===== src/rtl/pcit_pkg.sv =====
package pcit_pkg;

   typedef enum logic [2:0] {
      ST_IDLE,
      ST_ADDR,
      ST_REQ,
      ST_GNT,
      ST_DREQ,
      ST_DACK,
      ST_WAIT,
      ST_EOT
   } pcit_state_e;

   // bit 0 of a PCI command separates write codes from read codes
   function automatic logic cmd_is_write(input logic cmd_lsb);
      return cmd_lsb;
   endfunction

endpackage


===== src/rtl/pcit_win_decode.sv =====
module pcit_win_decode #(
   parameter int unsigned              ADDR_W    = 32,
   parameter logic [ADDR_W-1:0]        BASE      = '0,
   parameter longint unsigned          WIN_BYTES = 256
) (
   input  logic [ADDR_W-1:0] addr,
   output logic              hit
);
   localparam logic [ADDR_W:0] WIN_L   = WIN_BYTES[ADDR_W:0];
   localparam bit              IS_POW2 = ((WIN_BYTES & (WIN_BYTES - 1)) == 0);
   localparam bit              ALIGNED = ((BASE & (WIN_L[ADDR_W-1:0] - 1'b1)) == '0);

   generate
      if (WIN_BYTES == 0) begin : g_bad_win
         $error("pcit_win_decode: WIN_BYTES must be non-zero");
      end
      if (IS_POW2 && ALIGNED) begin : g_mask
         localparam logic [ADDR_W-1:0] MASK = ~(WIN_L[ADDR_W-1:0] - 1'b1);
         assign hit = ((addr & MASK) == (BASE & MASK));
      end else begin : g_range
         logic [ADDR_W:0] off;
         assign off = {1'b0, addr} - {1'b0, BASE};
         assign hit = !off[ADDR_W] && (off < WIN_L);
      end
   endgenerate
endmodule


===== src/rtl/pcit_addr_ctr.sv =====
module pcit_addr_ctr #(
   parameter int unsigned ADDR_W = 32,
   parameter int unsigned STEP   = 4
) (
   input  logic              clk,
   input  logic              rst_n,
   input  logic              load,
   input  logic [ADDR_W-1:0] load_val,
   input  logic              adv,
   output logic [ADDR_W-1:0] addr
);
   localparam logic [ADDR_W-1:0] STEP_V = ADDR_W'(STEP);

   always_ff @(posedge clk) begin
      if (!rst_n)    addr <= '0;
      else if (load) addr <= load_val;
      else if (adv)  addr <= addr + STEP_V;
   end
endmodule


===== src/rtl/pcit_seq.sv =====
module pcit_seq
   import pcit_pkg::*;
(
   input  logic clk,
   input  logic rst_n,
   input  logic frame_n,
   input  logic irdy_n,
   input  logic claim,
   input  logic is_wr,
   input  logic be_gnt,
   input  logic be_dack,
   input  logic be_stop,
   output logic start,
   output logic xfer,
   output logic devsel_n,
   output logic trdy_n,
   output logic be_req,
   output logic be_dreq,
   output logic ad_oe
);
   pcit_state_e st, st_nx;
   logic        frame_q;

   always_ff @(posedge clk) begin
      if (!rst_n) begin
         st      <= ST_IDLE;
         frame_q <= 1'b1;
      end else begin
         st      <= st_nx;
         frame_q <= frame_n;
      end
   end

   assign start = (st == ST_IDLE) && !frame_n && frame_q;
   assign xfer  = (st == ST_DACK) && !irdy_n;

   always_comb begin
      st_nx = st;
      unique case (st)
         ST_IDLE: if (start)   st_nx = ST_ADDR;
         ST_ADDR: st_nx = claim ? ST_REQ : ST_IDLE;
         ST_REQ:  if (be_gnt)  st_nx = ST_GNT;
         ST_GNT:  if (!irdy_n) st_nx = ST_DREQ;
         ST_DREQ: if (be_dack) st_nx = ST_DACK;
         ST_DACK: begin
            if (irdy_n)                  st_nx = ST_WAIT;
            else if (frame_n || be_stop) st_nx = ST_EOT;
            else                         st_nx = ST_DREQ;
         end
         ST_WAIT: if (!irdy_n) st_nx = ST_DACK;
         ST_EOT:  st_nx = ST_IDLE;
         default: st_nx = ST_IDLE;
      endcase
   end

   logic in_data;
   assign in_data  = (st == ST_DREQ) || (st == ST_DACK) || (st == ST_WAIT);
   assign devsel_n = !(in_data || (st == ST_REQ) || (st == ST_GNT));
   assign trdy_n   = (st != ST_DACK);
   assign be_req   = (st == ST_REQ);
   assign be_dreq  = (st == ST_DREQ);
   assign ad_oe    = in_data && !is_wr;
endmodule


===== src/rtl/pcit_bridge.sv =====
module pcit_bridge
   import pcit_pkg::*;
#(
   parameter int unsigned       ADDR_W    = 32,
   parameter int unsigned       CMD_W     = 4,
   parameter logic [ADDR_W-1:0] BASE      = 32'h4000_0000,
   parameter longint unsigned   WIN_BYTES = 256,
   parameter int unsigned       ADDR_STEP = 4
) (
   input  logic              clk,
   input  logic              rst_n,
   input  logic              frame_n,
   input  logic              irdy_n,
   input  logic              idsel,
   input  logic [ADDR_W-1:0] ad_in,
   input  logic [CMD_W-1:0]  cbe_n,
   output logic              devsel_n,
   output logic              trdy_n,
   output logic              ad_oe,
   output logic              be_req,
   input  logic              be_gnt,
   output logic              be_dreq,
   input  logic              be_dack,
   input  logic              be_stop,
   output logic [ADDR_W-1:0] be_addr,
   output logic              be_wr
);
   generate
      if (ADDR_W < 8)                          begin : g_bad_aw   $error("ADDR_W too small"); end
      if (CMD_W < 1)                           begin : g_bad_cw   $error("CMD_W must be >= 1"); end
      if ((ADDR_STEP & (ADDR_STEP - 1)) != 0)  begin : g_bad_step $error("ADDR_STEP not a power of two"); end
      if ((BASE % ADDR_STEP) != 0)             begin : g_bad_base $error("BASE not step aligned"); end
   endgenerate

   logic start, xfer, hit, wr_q, idsel_q;
   logic cmd_unused;
   assign cmd_unused = ^cbe_n;

   always_ff @(posedge clk) begin
      if (!rst_n) begin
         wr_q    <= 1'b0;
         idsel_q <= 1'b0;
      end else if (start) begin
         wr_q    <= cmd_is_write(cbe_n[0]);
         idsel_q <= idsel;
      end
   end

   pcit_addr_ctr #(.ADDR_W(ADDR_W), .STEP(ADDR_STEP)) u_ctr (
      .clk(clk), .rst_n(rst_n), .load(start), .load_val(ad_in),
      .adv(xfer), .addr(be_addr)
   );

   pcit_win_decode #(.ADDR_W(ADDR_W), .BASE(BASE), .WIN_BYTES(WIN_BYTES)) u_win (
      .addr(be_addr), .hit(hit)
   );

   pcit_seq u_seq (
      .clk(clk), .rst_n(rst_n), .frame_n(frame_n), .irdy_n(irdy_n),
      .claim(hit || idsel_q), .is_wr(wr_q), .be_gnt(be_gnt),
      .be_dack(be_dack), .be_stop(be_stop), .start(start), .xfer(xfer),
      .devsel_n(devsel_n), .trdy_n(trdy_n), .be_req(be_req),
      .be_dreq(be_dreq), .ad_oe(ad_oe)
   );

   assign be_wr = wr_q;
endmodule


===== config.mk =====
export PLATFORM = sky130hd
export DESIGN_NAME = pcit_bridge
export DESIGN_NICKNAME = d
export VERILOG_FILES = /design/src/rtl/pcit_pkg.sv /design/src/rtl/pcit_win_decode.sv /design/src/rtl/pcit_addr_ctr.sv /design/src/rtl/pcit_seq.sv /design/src/rtl/pcit_bridge.sv
export SDC_FILE = /design/constraint.sdc
export NUM_CORES = 1
export LEC_CHECK = 0
export BUFFER_PORTS_ARGS = -buffer_cell sky130_fd_sc_hd__buf_2
export CAP_MARGIN = 20
export CORE_AREA = 2 2 71 73
export CTS_BUF_LIST = sky130_fd_sc_hd__clkbuf_2
export DETAILED_ROUTE_END_ITERATION = 7
export DIE_AREA = 0 0 73 75
export PLACE_DENSITY = 0.79
export SLEW_MARGIN = 15
export SYNTH_ARGS = -nofsm -noshare
export SYNTH_HDL_FRONTEND = slang
export SYNTH_HIERARCHICAL = 1
export SYNTH_SLANG_ARGS = --single-unit

===== constraint.sdc =====
create_clock -name clk -period 5.06 [get_ports clk]
set_input_delay 0.253 -clock clk [delete_from_list [all_inputs] [get_ports clk]]
set_output_delay 0.253 -clock clk [all_outputs]
set_load 0.1 [all_outputs]

# --- Word level (Yosys, flattened, before mapping) ---
# Cells that the tools add are included.
# Widths: inputs -> output; s select.
word_totals:
  ff_bits: 38
  input_bits: 44
  out_inout_bits: 38
  elab_cells: 48
classes:
  n_addsub: 1
  n_eq_ne: 14
  muxes: 11
  reduce_logical: 17
op_table:
  columns: ["cell", "n"]
  rows:
  - ["$mux 32", 2]
  - ["$add 32x3->32 const B", 1]
  - ["$eq 24x23->1 const B", 1]
  - ["$pmux 3 s8", 1]
  - ["$mux 3", 6]
  - ["$eq 3x3->1 const B", 4]
  - ["$eq 3x2->1 const B", 2]
  - ["$logic_or 1x1->1", 6]
  - ["$ne 2x2->1 const B", 3]
  - ["$reduce_and 5->1", 1]
  - ["$logic_and 1x1->1", 4]
  - ["$logic_not 1->1", 4]
  - ["$mux 2", 2]
  - ["$ne 2x1->1 const B", 2]
  - ["$eq 3x1->1 const B", 1]
  - ["$logic_not 3->1", 1]
  - ["$ne 3x3->1 const B", 1]
  - ["$reduce_bool 2->1", 1]

# --- Logic depth before layout (Yosys ltp) ---
# Gate-level depths: netlist of the first run.
depth:
  depth_word: 6
  mapped_depth: 9
  mapped_depth_nobuf: 7

# --- Modules after synthesis ---
# Netlist of the first run, hierarchy kept.
modules_own_cells:
  columns: ["mod", "instances", "cells_per_inst", "area_each_um2", "seq_area_each_um2"]
  rows:
  - ["pcit_addr_ctr", 1, 233, 1864.3, 640.6]
  - ["pcit_seq", 1, 39, 309.0, 80.1]
  - ["pcit_bridge", 1, 7, 78.8, 40.0]
  - ["pcit_win_decode", 1, 9, 72.6, 0.0]

# --- Least setup slack after synthesis of the first run ---
# No wires, ideal clock.
synth_path:
  path_kind: "reg2out"
  startpoint: "register wr_q, in the netlist be_wr"
  endpoint: "output ad_oe"
  arrival_time_ns: 3.002
  required_time_ns: 4.807
  path_slack_ns: 1.805
  stages_incl_launch_ff: 2
  n_path_buf: 0
  path_cell_list: "dfxtp_1 > nor3b_1"
synth_between:
  elab_chain_len: 2
synth_lines:
  columns: ["element", "line", "source"]
  rows:
  - ["start: declaration", "pcit_bridge.sv:35", "logic start, xfer, hit, wr_q, idsel_q;"]
  - ["start signal: assignment", "pcit_bridge.sv:44", "wr_q <= cmd_is_write(cbe_n[0]);"]
  - ["$logic_not 1->1", "pcit_seq.sv:62", "assign ad_oe = in_data && !is_wr;"]
  - ["$logic_and 1x1->1", "pcit_seq.sv:62", null]
  - ["end: declaration", "pcit_bridge.sv:19", "output logic ad_oe,"]
# No other way between the ends.

# --- Final worst setup path of the first run ---
layout_path:
  startpoint: "register u_seq.st[0]"
  endpoint: "register u_ctr.addr[23]"
layout_between:
  word_cells_on_any_way: 7
  classes_between: "eq/ne: 1; mux: 1; reduce/logical: 5"
layout_lines:
  columns: ["element", "line", "source"]
  rows:
  - ["start: declaration", "pcit_seq.sv:21", "pcit_state_e st, st_nx;"]
  - ["start signal: assignment", "pcit_seq.sv:29", "st <= st_nx;"]
  - ["$eq 3x3->1", "pcit_seq.sv:35", "assign xfer = (st == ST_DACK) && !irdy_n;"]
  - ["$logic_and 1x1->1", "pcit_seq.sv:35", null]
  - ["net xfer", "pcit_bridge.sv:35", null]
  - ["$reduce_bool 2->1 (no line)", null, null]
  - ["end signal: assignment", "pcit_addr_ctr.sv:16", "else if (load) addr <= load_val;"]
  - ["end signal: assignment", "pcit_addr_ctr.sv:17", "else if (adv) addr <= addr + STEP_V;"]
  - ["end: declaration", "pcit_addr_ctr.sv:10", "output logic [ADDR_W-1:0] addr"]
# The timed path passes the listed nets, and every way through them passes these cells.
# A chain may end at the register's enable or synchronous reset.

==> qor.json, run 1 <==
{
  "status": {
    "outcome": "finished, final reports clean"
  },
  "placement": {
    "placedInstanceArea_um2": 2720,
    "port-buffer-count": 78,
    "place_ws_ps": 2930,
    "dpl.hpwl_um": 4490,
    "place.gp.congestion": 0.816
  },
  "logic_synthesis": {
    "synthesis.area_um2": 2320,
    "synthesis.instances": 288,
    "synth-async-reset-ratio_pct": 0,
    "synth_top_area_share_pct": 32.7,
    "netlist-cell-type-count": 54,
    "yosysWarningCount": 6,
    "number_of_enable_type_register_cells_in_the_synthesized_netlist": 0,
    "yosys.area.top_type": "dfxtp_1",
    "yosysSeqAreaShare_pct": 32.7,
    "syn_avg_cell_area_um2": 8.07,
    "synth.top_cells.by_area": "dfxtp_1 (33%), o21ai_0 (5.0%), nand4_1 (4.3%), a21oi_1 (3.2%), nand2_1 (3.1%)",
    "total_nets_after_synthesis": 333,
    "ys_dominant_reg_cell": "dfxtp_1",
    "ys_ff_latch": 38
  },
  "critical_path": {
    "endpoint_kind": "register",
    "type_of_origin_of_the_critical_path": "register",
    "cp.required_ps": 5380,
    "timing.critical_path.fanout_max": 16,
    "worst-setup-path-type": "reg2reg",
    "slowest_stage": "dfxtp_1",
    "timing.critical_path.cells": "nand3b_1, nor2_1, buf_4, and3_1, nand2_1, or4_1, a31oi_1",
    "arr_time_crit_path_ps": 2530,
    "cp_num_buf_inv": 1,
    "crit_path_max_incr_delay_ps": 580,
    "cp_top_family": "simple AND/OR/NAND/NOR gates"
  },
  "clock_network": {
    "ctsLongestPathBuffers": 2,
    "post-cts-setup-buffers": 0,
    "cts_buffers": 5,
    "clock_latency_ps": 380,
    "clockRootBuffer": "clkbuf_2",
    "clock_tree_from_tritoncts": "done",
    "cts.clk_slew.worst_paths_ps": 180,
    "post_cts.resized_instances": 0,
    "htreeDepth": 2,
    "post_cts_hold_buffer_count": 0,
    "clock_sink_count": 38
  },
  "pwr": {
    "pwr_density_cell_nw_per_um2": 284,
    "leakagePower_nw": 1.10,
    "vdd_ir_drop_max_mv": 0.180
  },
  "sta": {
    "unrepaired_setup_endpoints_after_global_routing": "false",
    "hold-worst-slack_ps": 87.9,
    "skew_ps": 13.4,
    "worst_slew_pin_slew_ps": 742,
    "post-route-worst-setup-slack_ps": 2850,
    "timing.fmax_mhz": 453,
    "setup_viol": 0,
    "final_min_period_over_clock_period_pct": 43.7,
    "fin_tns_setup_ps": 0,
    "report.final.hold_viol_count": 0,
    "final_period_minus_worst_setup_slack_ps": 2210,
    "maxSlewViolCount": 0,
    "timing.slew.headroom_pct": 50.1
  },
  "detailed_routing": {
    "route.antenna.remaining_nets": 0,
    "vias": 2492,
    "route.detailed.drc": 0,
    "detail_route.iter0.violations": 143,
    "wl_um": 6130,
    "drt-vias-per-instance": 6.06,
    "drt_first_pass_iters": 4,
    "routedWlPerCell_um": 14.9
  },
  "floorplanning": {
    "floorplan.die.height_um": 75,
    "floorplan.initialDensity_pct": 49.9,
    "floorplan.core_area_um2": 4660,
    "pin_count": 82,
    "die_x_um": 73,
    "die_area_um2": 5480,
    "floorplan.rows": 25
  },
  "final_layout": {
    "drive_gt1_share_pct": 30.0,
    "layout_commonest_cell": "buf_2",
    "antennaDiodeCount": 0,
    "most-common-layout-cells": "buf_2 (78), dfxtp_1 (38), o21ai_0 (23)",
    "synthToLayoutAreaGrowth_pct": 18.7,
    "finalInstanceArea_um2": 2760,
    "finalNetCount": 402
  },
  "grt": {
    "grt_start_max_net_pins": 30,
    "gr-total-overflow": 0,
    "first_global_vias": 2173,
    "globalRouteTotalUtil_pct": 22.5,
    "antenna_found_initial": 0,
    "grt_first_pass_wirelength_um": 9830
  },
  "flow_run": {
    "cap_violations": 0
  },
  "hold_path": {
    "timing.hold.worst.class": "in2reg"
  }
}
==> final timing paths <==
check / startpoint / to / slack (ps) / depth (start not counted)
max: u_seq/st[0]$_SDFFE_PN0P_ / u_ctr/addr[23]$_SDFFE_PN0N_ / 2850 / 7
max reg2reg: u_seq/st[0]$_SDFFE_PN0P_ / u_ctr/addr[23]$_SDFFE_PN0N_ / 2850 / 7
min reg2reg: u_ctr/addr[1]$_SDFFE_PN0P_ / u_ctr/addr[1]$_SDFFE_PN0P_ / 520 / 2
min: frame_n / u_seq/frame_q$_SDFF_PN1_ / 90 / 2
==> cells by family after synthesis <==
logic type	Yosys count	synth area share, %
simple gates	132	34.5
compound gates	76	21.2
flops	38	32.7
buf+inv	25	4.68
xor+xnor	9	3.39
mux	7	3.01
fa+ha+maj	1	0.538
==> synth_stat cells (2+ instances only) <==
library cell and n:
a211oi_1 5, a21oi_1 15, a31oi_1 11, and2_1 2
and3_1 2, and4_1 3, buf_2 3, clkbuf_1 14
dfxtp_1 38, inv_1 6, mux2i_1 7, nand2_1 19
nand2b_1 3, nand3_1 8, nand3b_1 2, nand4_1 16
nand4_2 3, nand4b_1 2, nor2_1 18, nor2b_1 4
nor3_1 8, nor3b_1 4, nor4_1 11, nor4_2 2
o21ai_0 23, o31a_1 2, o31ai_1 9, or2_2 5
or3_1 4, or4_1 8, xnor2_1 4, xor2_1 5
==> power by group <==
group	switching, mW	internal (mW)
sequential	0.0425	0.324
combinational	0.221	0.0658
clock	0.0937	0.0360
total	0.357	0.426
==> through the flow <==
stage | cells | total power [mW] | utilization (%)
floorplan | 288 | 0.600 | -
global placement | 404 | 0.655 | 58.4
detailed placement | 404 | 0.658 | 58.4
CTS | 411 | 0.787 | 59.2
global route | 411 | 0.817 | 59.2
finish | 411 | 0.783 | 59.2
==> per-layer routing <==
metal	up-vias	share of wire (%)	track usage, %
li1	1246	-	-
met1	1157	45	30.2
met2	84	47	37.2
met3	5	6.3	3.48
met4	0	0.90	7.41
met5	-	0	0
==> layout make-up <==
class                           count  area, µm²
Fill cell                         445       1900
Clock buffer                        7       35.0
Multi-Input combinational cell    225       1460
Timing Repair Buffer               81        413
Tap cell                           54       67.6
Inverter                            6       22.5
Sequential cell                    38        761
==> sequential cells by signal (all words and copies together) (netlist names) <==
| name | flops |
|---|---|
| u_ctr/addr | 32 |
| u_seq/st | 3 |
| be_wr | 1 |
| idsel_q | 1 |
| u_seq/frame_q | 1 |
(Power assumes the default switching activity.)
==> inputs of run 2 (changes only) <==
Clock period 5.06 ns to 2.18 ns, I/O delays scaled along.
==> qor.json, run 2 (synthesis gave the netlist of run 1 again) <==
{
  "critical_path": {
    "cp_num_buf_inv": 0,
    "crit_cells": 6,
    "slowest_stage": "dfxtp_2",
    "endpoint_kind": "register",
    "timing.critical_path.cells": "nand3b_1, nor2_4, and2_1, nand2b_1, or3_1, a211oi_1",
    "crit_path_max_incr_delay_ps": 450,
    "cp_top_family": "simple AND/OR/NAND/NOR gates",
    "crit_end": "u_ctr/addr[22]$_SDFFE_PN0N_",
    "r2r_cells": 6,
    "arr_time_crit_path_ps": 2280,
    "timing.critical_path.fanout_max": 10,
    "worst_r2r_startpoint": "u_seq/st[2]$_SDFFE_PN0P_",
    "worst-r2r-setup-slack_ps": 220,
    "worst-setup-path-type": "reg2reg",
    "rr_endpoint": "u_ctr/addr[22]$_SDFFE_PN0N_",
    "cp.required_ps": 2490,
    "worstSetupStartpoint": "u_seq/st[2]$_SDFFE_PN0P_",
    "type_of_origin_of_the_critical_path": "register"
  },
  "pwr": {
    "pwr_density_cell_nw_per_um2": 606,
    "vdd_ir_drop_max_mv": 0.370,
    "cellInternalPower_mw": 1.02,
    "p_clk_share_pct": 16.5,
    "p_seq_share_pct": 44.7,
    "totalPowerFinal_mw": 1.88,
    "leakagePower_nw": 1.26,
    "combinational_power_share_pct": 38.8,
    "p_sw_share_pct": 45.5,
    "switchingPower_mw": 0.853
  },
  "final_layout": {
    "layout_commonest_cell": "buf_2",
    "finalNetCount": 433,
    "area_occupied_by_multi_input_gates_um2": 1510,
    "synthToLayoutAreaGrowth_pct": 33.1,
    "antennaDiodeCount": 0,
    "utilization_pct": 66.4,
    "layout.area.seq_um2": 762,
    "top_register": "u_ctr/addr",
    "post_layout_nonfiller_instances": 442,
    "largest_register_ff_count": 32,
    "most-common-layout-cells": "buf_2 (78), dfxtp_1 (37), o21ai_0 (23)",
    "drive_gt1_share_pct": 32.5,
    "filler_cell_count": 414,
    "largestRegisters": "u_ctr/addr x32, u_seq/st x3"
  },
  "grt": {
    "top_usage_layer": "met2",
    "grt_first_pass_wirelength_um": 11200,
    "grt.met3_usage_pct": 5.22,
    "antenna_found_initial": 0,
    "gr_util_met2_pct": 47.1,
    "gr-total-overflow": 0,
    "globalRouteTotalUtil_pct": 25.9,
    "global_route.usage.met1_pct": 31.1,
    "first_global_vias": 2477,
    "grt_start_max_net_pins": 38
  },
  "floorplanning": {
    "floorplan.initialDensity_pct": 49.9,
    "floorplan.core_area_um2": 4660,
    "die_x_um": 73,
    "die_area_um2": 5480,
    "floorplan.die.height_um": 75,
    "pin_count": 82,
    "floorplan.rows": 25
  },
  "sta": {
    "maxSlewViolCount": 0,
    "report.final.hold_viol_count": 0,
    "post-route-worst-setup-slack_ps": 216,
    "unrepaired_setup_endpoints_after_global_routing": "false",
    "skew_ps": 11.4,
    "timing.slew.headroom_pct": 64.7,
    "final_period_minus_worst_setup_slack_ps": 1960,
    "final_min_period_over_clock_period_pct": 90.1,
    "setup_viol": 0,
    "timing.fmax_mhz": 509,
    "worst_slew_pin_slew_ps": 525
  },
  "status": {
    "outcome": "finished, final reports clean"
  },
  "detailed_routing": {
    "route.detailed.drc": 0,
    "routedWlPerCell_um": 15.5,
    "wl_um": 6860,
    "detail_route.iter0.violations": 134,
    "route.antenna.remaining_nets": 0,
    "drt_first_pass_iters": 4,
    "vias": 2641,
    "drt-vias-per-instance": 5.98
  },
  "clock_network": {
    "post-cts-setup-buffers": 0,
    "clock_latency_ps": 390,
    "ctsLongestPathBuffers": 2,
    "clockRootBuffer": "clkbuf_2",
    "htreeDepth": 2,
    "cts.clk_slew.worst_paths_ps": 180,
    "cts_buffers": 5,
    "clock_sink_count": 38,
    "clock_tree_from_tritoncts": "done"
  },
  "placement": {
    "place_ws_ps": 139,
    "place.gp.congestion": 0.878,
    "port-buffer-count": 78,
    "dpl.hpwl_um": 4850,
    "dp_cells": 415
  },
  "hold_path": {
    "hold_depth": 3,
    "timing.hold.worst.class": "in2reg"
  },
  "flow_run": {
    "cap_violations": 0
  }
}
-- run 2: cell type report --
cell class / count / area share, %
Clock buffer: 7 / 1.13
Inverter: 6 / 0.728
Multi-Input combinational cell: 225 / 48.8
Sequential cell: 38 / 24.6
Tap cell: 54 / 2.18
Timing Repair Buffer: 112 / 22.5
-- run 2: worst min-delay path, cell delays in order --
cell and delay [ps]:
buf_2 70, o21ai_0 60, a31oi_1 120
-- run 2: worst min-delay path by stage --
stage / startpoint / endpoint / slack [ps]
after detailed placement: ad_in[6] / u_ctr/addr[6]$_SDFFE_PN0N_ / 350
after global placement: ad_in[5] / u_ctr/addr[5]$_SDFFE_PN0N_ / 340
after global routing: ad_in[14] / u_ctr/addr[14]$_SDFFE_PN0N_ / 20
after CTS: ad_in[19] / u_ctr/addr[19]$_SDFFE_PN0N_ / 2
final: ad_in[19] / u_ctr/addr[19]$_SDFFE_PN0N_ / 7
after floorplan: rst_n / u_seq/frame_q$_SDFF_PN1_ / 180
-- run 2: power groups by stage --
stage	combinational, mW	sequential, mW	clock [mW]
floorplan	0.186	1.21	0
global placement	0.690	0.849	0
detailed placement	0.696	0.853	0
CTS	0.725	0.838	0.313
global route	0.765	0.851	0.329
finish	0.729	0.839	0.309
-- run 2: stage by stage --
step	cell area, µm²	TNS (ps)	hold WS, ps
6_report	3090	0	6.93
5_1_grt	3090	0	21.6
4_1_cts	3090	0	1.83
3_5_place_dp	2860	0	347
3_3_place_gp	2860	0	339
2_1_floorplan	2400	-12770	182
-- run 2: metal layers --
metal | wire length (µm) | vias to the layer above
met5 | 0 | -
met2 | 3340 | 92
met3 | 399 | 10
met1 | 3000 | 1235
li1 | - | 1304
met4 | 124 | 0
-- run 2: repair_timing --
item,CTS,global route
hold buffers,20,0
endpoints found under the hold margin,20,0
resized for setup,0,1
endpoints found under the setup margin,0,8
==> inputs of run 3 (changes only) <==
--- a/config.mk
+++ b/config.mk
@@ -9,7 +9,6 @@
 export CAP_MARGIN = 20
-export CORE_AREA = 2 2 71 73
-export CTS_BUF_LIST = sky130_fd_sc_hd__clkbuf_2
+export CORE_AREA = 2 2 72 74
 export DETAILED_ROUTE_END_ITERATION = 7
-export DIE_AREA = 0 0 73 75
-export PLACE_DENSITY = 0.79
+export DIE_AREA = 0 0 74 76
+export PLACE_DENSITY = 0.78
 export SLEW_MARGIN = 15
--- a/constraint.sdc
+++ b/constraint.sdc
@@ -3,2 +3,2 @@
 set_output_delay 0.109 -clock clk [all_outputs]
-set_load 0.1 [all_outputs]
+set_load 0.02 [all_outputs]
==> qor.json, run 3 (synthesis gave the netlist of run 1 again) <==
{
  "clock_network": {
    "htreeDepth": 2,
    "clockRootBuffer": "clkbuf_8",
    "post_cts_hold_buffer_count": 0,
    "clock_latency_ps": 300,
    "clock_sink_count": 38,
    "post-cts-setup-buffers": 0,
    "clock_tree_from_tritoncts": "done",
    "cts_buffers": 5,
    "ctsLongestPathBuffers": 2,
    "cts.clk_slew.worst_paths_ps": 80
  },
  "flow_run": {
    "cap_violations": 0
  },
  "critical_path": {
    "slowest_stage": "or4_1",
    "arr_time_crit_path_ps": 2180,
    "cp.required_ps": 2410,
    "timing.critical_path.cells": "nand3b_1, nor2_1, buf_4, and3_1, nand2_1, or4_1, a31oi_1",
    "timing.critical_path.fanout_max": 16,
    "worstSetupStartpoint": "u_seq/st[2]$_SDFFE_PN0P_",
    "type_of_origin_of_the_critical_path": "register",
    "crit_path_max_incr_delay_ps": 420,
    "r2r_cells": 7,
    "endpoint_kind": "register",
    "crit_cells": 7,
    "rr_endpoint": "u_ctr/addr[23]$_SDFFE_PN0N_",
    "cp_num_buf_inv": 1,
    "worst-setup-path-type": "reg2reg",
    "cp_top_family": "simple AND/OR/NAND/NOR gates",
    "worst_r2r_startpoint": "u_seq/st[2]$_SDFFE_PN0P_",
    "worst-r2r-setup-slack_ps": 220,
    "crit_end": "u_ctr/addr[23]$_SDFFE_PN0N_"
  },
  "detailed_routing": {
    "drt-vias-per-instance": 5.92,
    "detail_route.iter0.violations": 158,
    "vias": 2597,
    "routedWlPerCell_um": 14.8,
    "drt_first_pass_iters": 4,
    "wl_um": 6520,
    "route.detailed.drc": 0,
    "route.antenna.remaining_nets": 0
  },
  "final_layout": {
    "antennaDiodeCount": 0,
    "layout_commonest_cell": "buf_2",
    "finalNetCount": 413,
    "largestRegisters": "u_ctr/addr x32, u_seq/st x3",
    "synthToLayoutAreaGrowth_pct": 26.4,
    "most-common-layout-cells": "buf_2 (78), dfxtp_1 (37), o21ai_0 (23)",
    "post_layout_nonfiller_instances": 439,
    "largest_register_ff_count": 32,
    "drive_gt1_share_pct": 32.8,
    "top_register": "u_ctr/addr",
    "utilization_pct": 59.8
  },
  "floorplanning": {
    "floorplan.die.height_um": 76,
    "floorplan.rows": 26,
    "pin_count": 82,
    "floorplan.initialDensity_pct": 47.3,
    "die_area_um2": 5620,
    "die_x_um": 74,
    "floorplan.core_area_um2": 4910
  },
  "sta": {
    "final_period_minus_worst_setup_slack_ps": 1960,
    "timing.slew.headroom_pct": 67.2,
    "worst_slew_pin_slew_ps": 488,
    "skew_ps": 5.29,
    "final_min_period_over_clock_period_pct": 89.8,
    "setup_viol": 0,
    "report.final.hold_viol_count": 0,
    "maxSlewViolCount": 0,
    "timing.fmax_mhz": 511,
    "unrepaired_setup_endpoints_after_global_routing": "false"
  },
  "placement": {
    "dpl.hpwl_um": 4730,
    "port-buffer-count": 78,
    "place.gp.congestion": 0.794,
    "dp_cells": 431
  },
  "grt": {
    "grt_first_pass_wirelength_um": 10800,
    "gr-total-overflow": 0,
    "globalRouteTotalUtil_pct": 23.9,
    "grt_start_max_net_pins": 30,
    "first_global_vias": 2325,
    "antenna_found_initial": 0
  },
  "hold_path": {
    "timing.hold.worst.class": "in2reg"
  },
  "pwr": {
    "vdd_ir_drop_max_mv": 0.337,
    "leakagePower_nw": 1.19,
    "pwr_density_cell_nw_per_um2": 622
  },
  "status": {
    "outcome": "finished, final reports clean"
  }
}
-- run 3: cell types whose count changed in the layout (fill, tap and decap cells not counted), sizes merged --
cell / previous run / this run
bufinv: 0 / 1
clkbuf: 7 / 5
clkinv: 0 / 2
dlygate4sd3: 20 / 0
-- run 3: power by group --
group,internal [mW],total (mW),switching (mW)
Combinational,0.169,0.390,0.221
Clock,0.337,0.605,0.268
Sequential,0.751,0.832,0.0810
Total,1.26,1.83,0.570
-- run 3: worst min path at each step --
stage,start,end,slack (ps),depth (start not counted)
2_1_floorplan,rst_n,u_seq/frame_q$_SDFF_PN1_,180,1
3_3_place_gp,ad_in[6],u_ctr/addr[6]$_SDFFE_PN0N_,340,3
3_5_place_dp,ad_in[6],u_ctr/addr[6]$_SDFFE_PN0N_,350,3
4_1_cts,ad_in[6],u_ctr/addr[6]$_SDFFE_PN0N_,30,3
5_1_grt,ad_in[6],u_ctr/addr[6]$_SDFFE_PN0N_,60,3
6_report,ad_in[6],u_ctr/addr[6]$_SDFFE_PN0N_,40,3
-- run 3: worst reg2reg max path: cells and delay by family, from the launching register on --
family,cells,cell delay (ps)
buffers and inverters,1,220
DFF,1,390
and+or+nand+nor,5,1100
AOI/OAI and AO/OA,1,160
-- run 3: metrics by stage --
stage | worst slack (ps) | power, mW | hold slack, ps | instance area (µm²) | setup TNS (ps)
2_1_floorplan | -3.40 | 1.08 | 182 | 2330 | -3.40
3_5_place_dp | 190 | 1.23 | 348 | 2830 | 0
3_3_place_gp | 236 | 1.23 | 339 | 2830 | 0
5_1_grt | 12.1 | 1.91 | 61.9 | 2940 | 0
6_report | 223 | 1.83 | 36.3 | 2940 | 0
4_1_cts | 158 | 1.84 | 30.3 | 2940 | 0
-- run 3: layout make-up --
cell class	instances	area (µm²)
Clock inverter	3	40.0
Clock buffer	5	68.8
Inverter	6	22.5
Fill cell	439	1970
Multi-Input combinational cell	225	1460
Timing Repair Buffer	92	495
Sequential cell	38	762
Tap cell	70	87.6
-- run 3: layer usage --
metal | vias up | routed length, µm | track usage [%]
li1 | 1264 | - | -
met1 | 1227 | 2950 | 31.6
met2 | 89 | 3020 | 36.3
met3 | 17 | 393 | 5.56
met4 | 0 | 150 | 10.9
met5 | - | 0 | 0
-- run 3: timing repair --
item | in CTS | in global routing
setup endpoints to repair | 0 | 4
gates resized for setup | 0 | 2
endpoints found under the hold margin | 0 | 0
